File: config.mk
export PLATFORM = sky130hd
export DESIGN_NAME = lvl_irq_ctrl
export DESIGN_NICKNAME = d
export VERILOG_FILES = /design/src/rtl/lic_pkg.sv /design/src/rtl/lic_sync.sv /design/src/rtl/lic_regs.sv /design/src/rtl/lic_combine.sv /design/src/rtl/lvl_irq_ctrl.sv
export SDC_FILE = /design/constraint.sdc
export NUM_CORES = 1
export LEC_CHECK = 0
export ABC_AREA = 1
export BUFFER_PORTS_ARGS = -buffer_cell sky130_fd_sc_hd__buf_2
export CELL_PAD_IN_SITES_DETAIL_PLACEMENT = 1
export CELL_PAD_IN_SITES_GLOBAL_PLACEMENT = 1
export CORE_UTILIZATION = 33
export CTS_CLUSTER_SIZE = 12
export DETAILED_ROUTE_END_ITERATION = 7
export PLACE_DENSITY_LB_ADDON = 0.1
export SETUP_SLACK_MARGIN = 0.3
export SLEW_MARGIN = 20
export SYNTH_ARGS = -nofsm -noshare
export SYNTH_HDL_FRONTEND = slang
export SYNTH_SLANG_ARGS = --single-unit
File: constraint.sdc
create_clock -name clk -period 1.1 [get_ports clk]
set_clock_uncertainty 0.1 [all_clocks]
set_input_delay 0.22 -clock clk [delete_from_list [all_inputs] [get_ports clk]]
set_output_delay 0.22 -clock clk [all_outputs]
set_load 0.05 [all_outputs]
File: src/rtl/lic_pkg.sv
package lic_pkg;

  localparam int unsigned BUS_W = 32;

  // Decoded register offsets
  localparam logic [7:0] OFS_LEVEL_NOP = 8'h00;
  localparam logic [7:0] OFS_ENABLE    = 8'h04;
  localparam logic [7:0] OFS_STATUS    = 8'h0C;
  localparam logic [7:0] OFS_CLEAR_NOP = 8'h14;

  typedef enum logic [1:0] {
    RSEL_NONE   = 2'd0,
    RSEL_ENABLE = 2'd1,
    RSEL_STATUS = 2'd2
  } rsel_e;

  typedef enum logic [1:0] {
    WSEL_NONE   = 2'd0,
    WSEL_ENABLE = 2'd1,
    WSEL_SINK   = 2'd2,
    WSEL_BAD    = 2'd3
  } wsel_e;

  // Mask of implemented line positions for a given line count
  function automatic logic [BUS_W-1:0] line_mask(input int unsigned n);
    logic [BUS_W-1:0] m;
    m = '0;
    for (int unsigned i = 0; i < BUS_W; i++) begin
      if (i < n) m[i] = 1'b1;
    end
    return m;
  endfunction

endpackage

File: src/rtl/lic_sync.sv
module lic_sync #(
  parameter int unsigned N_IRQ = 24
) (
  input  logic                    clk,
  input  logic                    rst_n,
  input  logic [N_IRQ-1:0]        irq_in,
  output logic [lic_pkg::BUS_W-1:0] pend_o
);
  import lic_pkg::*;

  localparam int unsigned STAGES = 2;

  logic [N_IRQ-1:0] stage_q [STAGES];

  generate
    for (genvar s = 0; s < STAGES; s++) begin : g_stage
      if (s == 0) begin : g_first
        always_ff @(posedge clk) begin
          if (!rst_n) stage_q[s] <= '0;
          else        stage_q[s] <= irq_in;
        end
      end else begin : g_next
        always_ff @(posedge clk) begin
          if (!rst_n) stage_q[s] <= '0;
          else        stage_q[s] <= stage_q[s-1];
        end
      end
    end
  endgenerate

  generate
    if (N_IRQ < BUS_W) begin : g_pad
      assign pend_o = {{(BUS_W-N_IRQ){1'b0}}, stage_q[STAGES-1]};
    end else begin : g_full
      assign pend_o = stage_q[STAGES-1];
    end
  endgenerate

  // Count edges since reset so the level check only looks at sampled history
  logic [1:0] settle_q;
  always_ff @(posedge clk) begin
    if (!rst_n)             settle_q <= '0;
    else if (settle_q != 2'd3) settle_q <= settle_q + 2'd1;
  end

  // pending follows input level two edges later
  assert_pend_follows_R3: assert property (@(posedge clk) disable iff (!rst_n)
    (settle_q >= 2'd2) |-> (pend_o[N_IRQ-1:0] == $past(irq_in, 2)));

endmodule

File: src/rtl/lic_regs.sv
module lic_regs #(
  parameter int unsigned N_IRQ  = 24,
  parameter int unsigned ADDR_W = 8
) (
  input  logic                      clk,
  input  logic                      rst_n,
  input  logic [ADDR_W-1:0]         bus_addr,
  input  logic                      bus_wr_en,
  input  logic [lic_pkg::BUS_W-1:0] bus_wr_data,
  input  logic                      bus_rd_en,
  input  logic [lic_pkg::BUS_W-1:0] pend_i,
  output logic [lic_pkg::BUS_W-1:0] mask_o,
  output logic [lic_pkg::BUS_W-1:0] bus_rd_data,
  output logic                      bus_err
);
  import lic_pkg::*;

  localparam logic [BUS_W-1:0] LINE_M = line_mask(N_IRQ);

  rsel_e rsel;
  wsel_e wsel;
  logic [BUS_W-1:0] mask_q;
  logic [BUS_W-1:0] rd_q;
  logic [BUS_W-1:0] rd_val;

  always_comb begin
    if (bus_addr == ADDR_W'(OFS_ENABLE))      rsel = RSEL_ENABLE;
    else if (bus_addr == ADDR_W'(OFS_STATUS)) rsel = RSEL_STATUS;
    else                                      rsel = RSEL_NONE;
  end

  always_comb begin
    if (bus_addr == ADDR_W'(OFS_ENABLE))         wsel = WSEL_ENABLE;
    else if (bus_addr == ADDR_W'(OFS_LEVEL_NOP) ||
             bus_addr == ADDR_W'(OFS_CLEAR_NOP)) wsel = WSEL_SINK;
    else                                         wsel = WSEL_BAD;
  end

  always_comb begin
    unique case (rsel)
      RSEL_ENABLE: rd_val = mask_q;
      RSEL_STATUS: rd_val = pend_i & LINE_M;
      default:     rd_val = '0;
    endcase
  end

  always_ff @(posedge clk) begin
    if (!rst_n) begin
      mask_q <= '0;
    end else if (bus_wr_en && wsel == WSEL_ENABLE) begin
      mask_q <= bus_wr_data & LINE_M;
    end
  end

  always_ff @(posedge clk) begin
    if (!rst_n)         rd_q <= '0;
    else if (bus_rd_en) rd_q <= rd_val;
    else                rd_q <= '0;
  end

  assign bus_err = (bus_wr_en && wsel == WSEL_BAD) ||
                   (bus_rd_en && rsel == RSEL_NONE);
  assign mask_o      = mask_q;
  assign bus_rd_data = rd_q;

  // sink writes leave the mask alone
  assert_sink_write_R5: assert property (@(posedge clk) disable iff (!rst_n)
    (bus_wr_en && !bus_err && bus_addr != ADDR_W'(OFS_ENABLE)) |=> $stable(mask_q));

  // an undecoded write changes no state
  assert_bad_write_R6: assert property (@(posedge clk) disable iff (!rst_n)
    (bus_wr_en && bus_err && bus_addr != ADDR_W'(OFS_ENABLE)) |=> $stable(mask_q));

  // an undecoded read yields zero data
  assert_bad_read_zero_R7: assert property (@(posedge clk) disable iff (!rst_n)
    (bus_rd_en && !bus_wr_en && bus_err) |=> (bus_rd_data == '0));

  // idle cycle yields zero data
  assert_idle_zero_R7: assert property (@(posedge clk) disable iff (!rst_n)
    !bus_rd_en |=> (bus_rd_data == '0));

  // unimplemented positions never reach the read data
  assert_high_bits_R9: assert property (@(posedge clk) disable iff (!rst_n)
    (bus_rd_data & ~LINE_M) == '0);

endmodule

File: src/rtl/lic_combine.sv
module lic_combine #(
  parameter int unsigned W = 32
) (
  input  logic         clk,
  input  logic         rst_n,
  input  logic [W-1:0] mask_i,
  input  logic [W-1:0] pend_i,
  output logic         irq_o
);
  logic [W-1:0] hit;
  logic         irq_q;

  assign hit = mask_i & pend_i;

  always_ff @(posedge clk) begin
    if (!rst_n) irq_q <= 1'b0;
    else        irq_q <= |hit;
  end

  assign irq_o = irq_q;

  // no enabled line last cycle means no interrupt now
  assert_masked_quiet_R4: assert property (@(posedge clk) disable iff (!rst_n)
    $past(mask_i == '0) |-> !irq_o);

  // no pending line last cycle means no interrupt now
  assert_idle_quiet_R4: assert property (@(posedge clk) disable iff (!rst_n)
    $past(pend_i == '0) |-> !irq_o);

endmodule

File: src/rtl/lvl_irq_ctrl.sv
module lvl_irq_ctrl #(
  parameter int unsigned N_IRQ  = 24,
  parameter int unsigned ADDR_W = 8
) (
  input  logic                      clk,
  input  logic                      rst_n,
  input  logic [N_IRQ-1:0]          irq_in,
  input  logic [ADDR_W-1:0]         bus_addr,
  input  logic                      bus_wr_en,
  input  logic [lic_pkg::BUS_W-1:0] bus_wr_data,
  input  logic                      bus_rd_en,
  output logic [lic_pkg::BUS_W-1:0] bus_rd_data,
  output logic                      bus_err,
  output logic                      irq_out
);
  import lic_pkg::*;

  initial begin
    assert_param_range_R9: assert (N_IRQ >= 1 && N_IRQ <= BUS_W && ADDR_W >= 5);
  end

  logic [BUS_W-1:0] pend;
  logic [BUS_W-1:0] mask;

  lic_sync #(.N_IRQ(N_IRQ)) u_sync (
    .clk    (clk),
    .rst_n  (rst_n),
    .irq_in (irq_in),
    .pend_o (pend)
  );

  lic_regs #(.N_IRQ(N_IRQ), .ADDR_W(ADDR_W)) u_regs (
    .clk         (clk),
    .rst_n       (rst_n),
    .bus_addr    (bus_addr),
    .bus_wr_en   (bus_wr_en),
    .bus_wr_data (bus_wr_data),
    .bus_rd_en   (bus_rd_en),
    .pend_i      (pend),
    .mask_o      (mask),
    .bus_rd_data (bus_rd_data),
    .bus_err     (bus_err)
  );

  lic_combine #(.W(BUS_W)) u_combine (
    .clk    (clk),
    .rst_n  (rst_n),
    .mask_i (mask),
    .pend_i (pend),
    .irq_o  (irq_out)
  );

  // outputs quiet in the first cycle after reset
  assert_reset_quiet_R1: assert property (@(posedge clk)
    !rst_n |=> (!irq_out && bus_rd_data == '0));

endmodule

## Word-level counts from Yosys, hierarchy flattened

Memory sizes are Yosys's and may differ from the RTL's.
Index checks and enable logic that the tools add are counted.

| word-level totals | value |
|---|---|
| bits in registers | 57 |
| memory bits (writable) | 48 |
| bits of input ports | 68 |
| output and inout bits | 34 |
| word-level logic and storage cells | 32 |
| memories kept | 1 |

Memory list:

| memory | depth | width | rd ports | clocked after memory_dff | wr ports | RTL line | RTL |
|---|---|---|---|---|---|---|---|
| u_sync.stage_q | 2 | 24 | 2 | 0 | 2 | lic_sync.sv:13 | `logic [N_IRQ-1:0] stage_q [STAGES];` |

| cells by class | value |
|---|---|
| equal/unequal tests | 7 |
| muxes and demuxes | 9 |
| bitwise gates (word level) | 3 |
| reduce and logical (&&, ||, !) cells | 9 |

Operator list:

| operator | count |
|---|---|
| $mux W24 | 2 |
| $pmux W24 S2 | 1 |
| $reduce_or A32 Y1 | 1 |
| $and A24 B24 Y24 | 1 |
| $eq A8 B3 Y1 const B | 1 |
| $eq A8 B4 Y1 const B | 1 |
| $eq A8 B5 Y1 const B | 1 |
| $logic_not A8 Y1 | 1 |
| $mux W2 | 3 |
| $eq A2 B1 Y1 const B | 2 |
| $eq A2 B2 Y1 const B | 2 |
| $logic_and A1 B1 Y1 | 3 |
| $mux W1 | 3 |
| $logic_not A2 Y1 | 1 |
| $logic_or A1 B1 Y1 | 2 |
| $or A1 B1 Y1 | 2 |
| $reduce_and A2 Y1 | 1 |

## Longest topological paths before layout

| depth | value |
|---|---|
| word-level depth | 7 |
| gate-level depth with buffers | 7 |
| mapped depth without buffers | 6 |

## By module

From an unflattened synthesis, not the netlist that was laid out.

| unflattened totals | value |
|---|---|
| cells, all modules | 526 |
| area total of the unflattened synthesis | 3878.7 um^2 |

By module, submodules not included:

| module | instances | cells an instance | area each (um^2) | seq. area each (um^2) |
|---|---|---|---|---|
| lic_regs | 1 | 303 | 2192.1 | 960.9 |
| lic_sync | 1 | 158 | 1425.1 | 960.9 |
| lic_combine | 1 | 65 | 261.5 | 20.0 |

## Worst setup path after synthesis

OpenSTA, ideal clock, no wires.

| path | value |
|---|---|
| path type | input to output |
| from | in bus_addr[7] |
| to | out bus_err |
| arrival | 1062 ps |
| data required time | 780 ps |
| slack | -282 ps |
| stages | 6 |
| path buffers | 0 |
| cell sequence | inv_1 > nand3_2 > clkinv_1 > nand3_1 > nand3_1 > nand2_1 |

| between the ends | value |
|---|---|
| cells in the longest elaborated chain, start to end | 7 |
| elaborated cells on any way between the ends | 14 |
| those cells by class | eq/ne: 4; mux: 4; reduce/logical: 6 |

Ends and longest elaborated chain:

| item | RTL line | RTL |
|---|---|---|
| start, declared | lvl_irq_ctrl.sv:8 | `input logic [ADDR_W-1:0] bus_addr,` |
| $eq A8 B5 Y1 / $logic_not A8 Y1 (equally long branches) | lic_regs.sv:35, lic_regs.sv:34 |  |
| $logic_or A1 B1 Y1 | lic_regs.sv:34 | `else if (bus_addr == ADDR_W'(OFS_LEVEL_NOP) \|\|` |
| $mux W1 | lic_regs.sv:34 |  |
| $mux W2 | lic_regs.sv:33 | `if (bus_addr == ADDR_W'(OFS_ENABLE)) wsel = WSEL_ENABLE;` |
| $eq A2 B2 Y1 | lic_regs.sv:61 | `assign bus_err = (bus_wr_en && wsel == WSEL_BAD) \|\|` |
| $logic_and A1 B1 Y1 | lic_regs.sv:61 |  |
| $logic_or A1 B1 Y1 * | lic_regs.sv:61 |  |
| end, declared | lvl_irq_ctrl.sv:13 | `output logic bus_err,` |

Every way passes the cells marked *; elsewhere a longest branch is shown, timed or not.

## Final worst setup path

| path | value |
|---|---|
| from | in bus_addr[6] |
| to | out bus_err |

Same word-level chain as after synthesis.

==> flow_metrics.tcl <==
set metrics [dict create \
    rows 38 \
    p_per_area_mw_per_mm2 1080 \
    crit_chain "buf_2 > inv_2 > nand2_2 > nor3_4 > nand2_2 > nand3_2 > nand2_4 > buf_8" \
    regToRegSetupSlack_ns -0.01 \
    groute.usage.overall_pct 19.8 \
    rsz0062_at_grt "yes" \
    path_buf_inv 3 \
    gp_congestion 0.737 \
    hpwl_um 6010 \
    root_buffer "clkbuf_8" \
    syn_area_mm2 0.00368 \
    path_class "primary input to primary output" \
    nets 689 \
    hold_viol 0 \
    clk_pin_slew_worst_paths_ns 0.09 \
    required_ns 0.78 \
    holdWs_ns 0.0632 \
    post-route-min-period_ns 1.30 \
    path_delay_family "simple AND/OR/NAND/NOR gates" \
    routed_wl_um 11500 \
    crit_path_end_kind "primary output" \
    pre_cts_slack_ns -0.390 \
    cts_buffers 9 \
    ys_seq_elements 97 \
    first_iter_violations 98 \
    diodes 0 \
    critPathMaxStageDelay_ns 0.14 \
    coreArea_mm2 0.0108 \
    ioPinCount 102 \
    drive_gt1_share_pct 48.6 \
    grt_pass1_vias 3426 \
    finalWorstSetupSlack_ns -0.196 \
    wl_per_cell_um 15.1 \
    first_pass_iters 4 \
    yosysSeqAreaShare_pct 52.8 \
    syn_avg_cell_area_um2 7.55 \
    clk_path_buf_depth 2 \
    area_growth_pct 69.2 \
    start_kind "primary input" \
    r2r-end "u_combine.irq_o$_SDFF_PN0_" \
    ant_nets 0 \
    power.total_w 0.00672 \
    hold_end "u_regs.mask_o[4]$_SDFFE_PN0P_" \
    irDropWorstVdd_uv 547 \
    cts_tree "yes" \
    initial_core_util_pct 33.9 \
    drc 0 \
    cts.htree.levels 3 \
    grt_pass1_wl_um 17200 \
    die_w_um 108 \
    status "finished with violations" \
    setup_violations 72 \
    overflow 0 \
    setup_tns_ns -5.09 \
    synth_cells 487 \
    vias 3463 \
    yosysUniqueCellTypes 20 \
    min_from "bus_wr_data[4]" \
    min_period_over_period_pct 118 \
    post-route-util_pct 57.4 \
    yosysWarnings 0 \
    slowest_stage "nor3_4" \
    crit_arrival_ns 0.98 \
    clock_sinks 97 \
    slew_violations 0 \
    die_area_mm2 0.0116 \
    max_freq_mhz 771 \
    cap_violations 0 \
    violations "setup timing" \
    leakage_nw 3.29 \
    crit_fanout 2 \
    io_buffers 85 \
    via_per_inst 4.52 \
    reg2regPathDepth 6 \
    grt_max_degree 52 \
    antenna_found_initial 0 \
    cpMostUsedCell "nand2_2" \
    hold_class "primary input to flip-flop" \
    insertion_delay_ns 0.38 \
    die_y_um 108 \
    crit_path_start "bus_addr[6]" \
    r2r-start "u_regs.mask_o[22]$_SDFFE_PN0P_" \
    holdPathStages 5 \
]
-- layout make-up --
cell class / count / area (µm²)
multi-input combinational: 284 / 1850
tap: 140 / 175
clock inverter: 6 / 65.1
sequential: 97 / 2010
fill: 1243 / 4620
inverter: 79 / 304
timing repair buffer: 150 / 1670
clock buffer: 10 / 138
-- Yosys cell counts --
library cell / count / area share [%]
nor2_8: 1 / 0.54
inv_1: 78 / 8.0
conb_1: 1 / 0.10
dfxtp_1: 97 / 53
nand3_2: 2 / 0.54
nor3_4: 1 / 0.44
a21oi_1: 48 / 6.5
nor2_2: 1 / 0.17
nand3_1: 53 / 7.2
nor3_1: 1 / 0.14
nor2_1: 32 / 3.3
buf_6: 7 / 2.1
nand2_1: 135 / 14
clkbuf_1: 10 / 1.0
buf_4: 10 / 2.0
buf_2: 4 / 0.54
o21ai_0: 1 / 0.14
nand3b_1: 1 / 0.20
buf_1: 3 / 0.31
clkinv_1: 1 / 0.10
-- cell families after synthesis --
kind of cell	Yosys count	synth area share, %
simple gates	227	26.3
buf+inv	113	14.1
flops	97	52.8
compound gates	49	6.67
other cells	1	0.102
-- tightest hold or removal path: cells and delay by family --
family	cells	cell delay, ns
simple gates	3	0.17
buf+inv	2	0.12
-- layer usage --
metal / global-route usage, % / share of wire [%]
met3: 3.21 / 2.7
met4: 7.83 / 1.7
met5: 0 / 0
met2: 33.4 / 50
met1: 25.1 / 45
-- where the power goes --
part	leakage (nW)	switching (W)	internal [W]
sequential	0.817	0.0000373	0.00358
clock	0.103	0.00131	0.00112
combinational	2.37	0.000389	0.000284
total	3.29	0.00174	0.00498
-- how the worst max path moves through the flow --
stage | slack, ns | endpoint | cells past startpoint
floorplan | -0.04 | u_regs.mask_o[0]$_SDFFE_PN0P_ | 7
global placement | -0.35 | bus_err | 8
global route | -0.24 | u_regs.mask_o[18]$_SDFFE_PN0P_ | 10
detailed placement | -0.39 | bus_err | 8
CTS | -0.16 | bus_err | 7
finish | -0.20 | bus_err | 8
-- cell usage in the layout, fill, tap and decap left out, types with 3 or more instances in the layout --
master and count:
dfxtp_2 39, inv_2 5, nor2_1 28, buf_16 11, nor2_2 3, nand3_1 33
nand3_2 15, nand2_1 95, dfxtp_4 6, buf_12 9, nand3_4 7, inv_1 72
clkbuf_8 10, nand2_4 25, dlymetal6s4s_1 4, dfxtp_1 52, a21oi_2 32, buf_8 23
dlygate4sd3_1 20, buf_6 18, nand2_2 15, conb_1 8, buf_2 53, a21oi_4 7
buf_4 10, a21oi_1 9
-- state kept, by name (all words and copies together) (netlist names) --
register	flops
u_regs.bus_rd_data	24
u_regs.mask_o	24
u_combine.irq_o	1
u_sync.stage_q	48
-- stage by stage --
| stage | cells | instance area (µm²) |
|---|---|---|
| 2_1_floorplan | 494 | 3780 |
| 3_3_place_gp | 696 | 4320 |
| 3_5_place_dp | 696 | 4320 |
| 4_1_cts | 756 | 5510 |
| 5_1_grt | 766 | 6220 |
| 6_report | 766 | 6220 |
-- what timing repair did --
item,in CTS,in global routing
resized for setup,111,173
pin swaps,23,49
setup buffers,9,8
hold buffers,24,0
hold endpoints to repair,24,0
cloned,11,2
setup endpoints to repair,75,81
(Power assumes the default switching activity.)
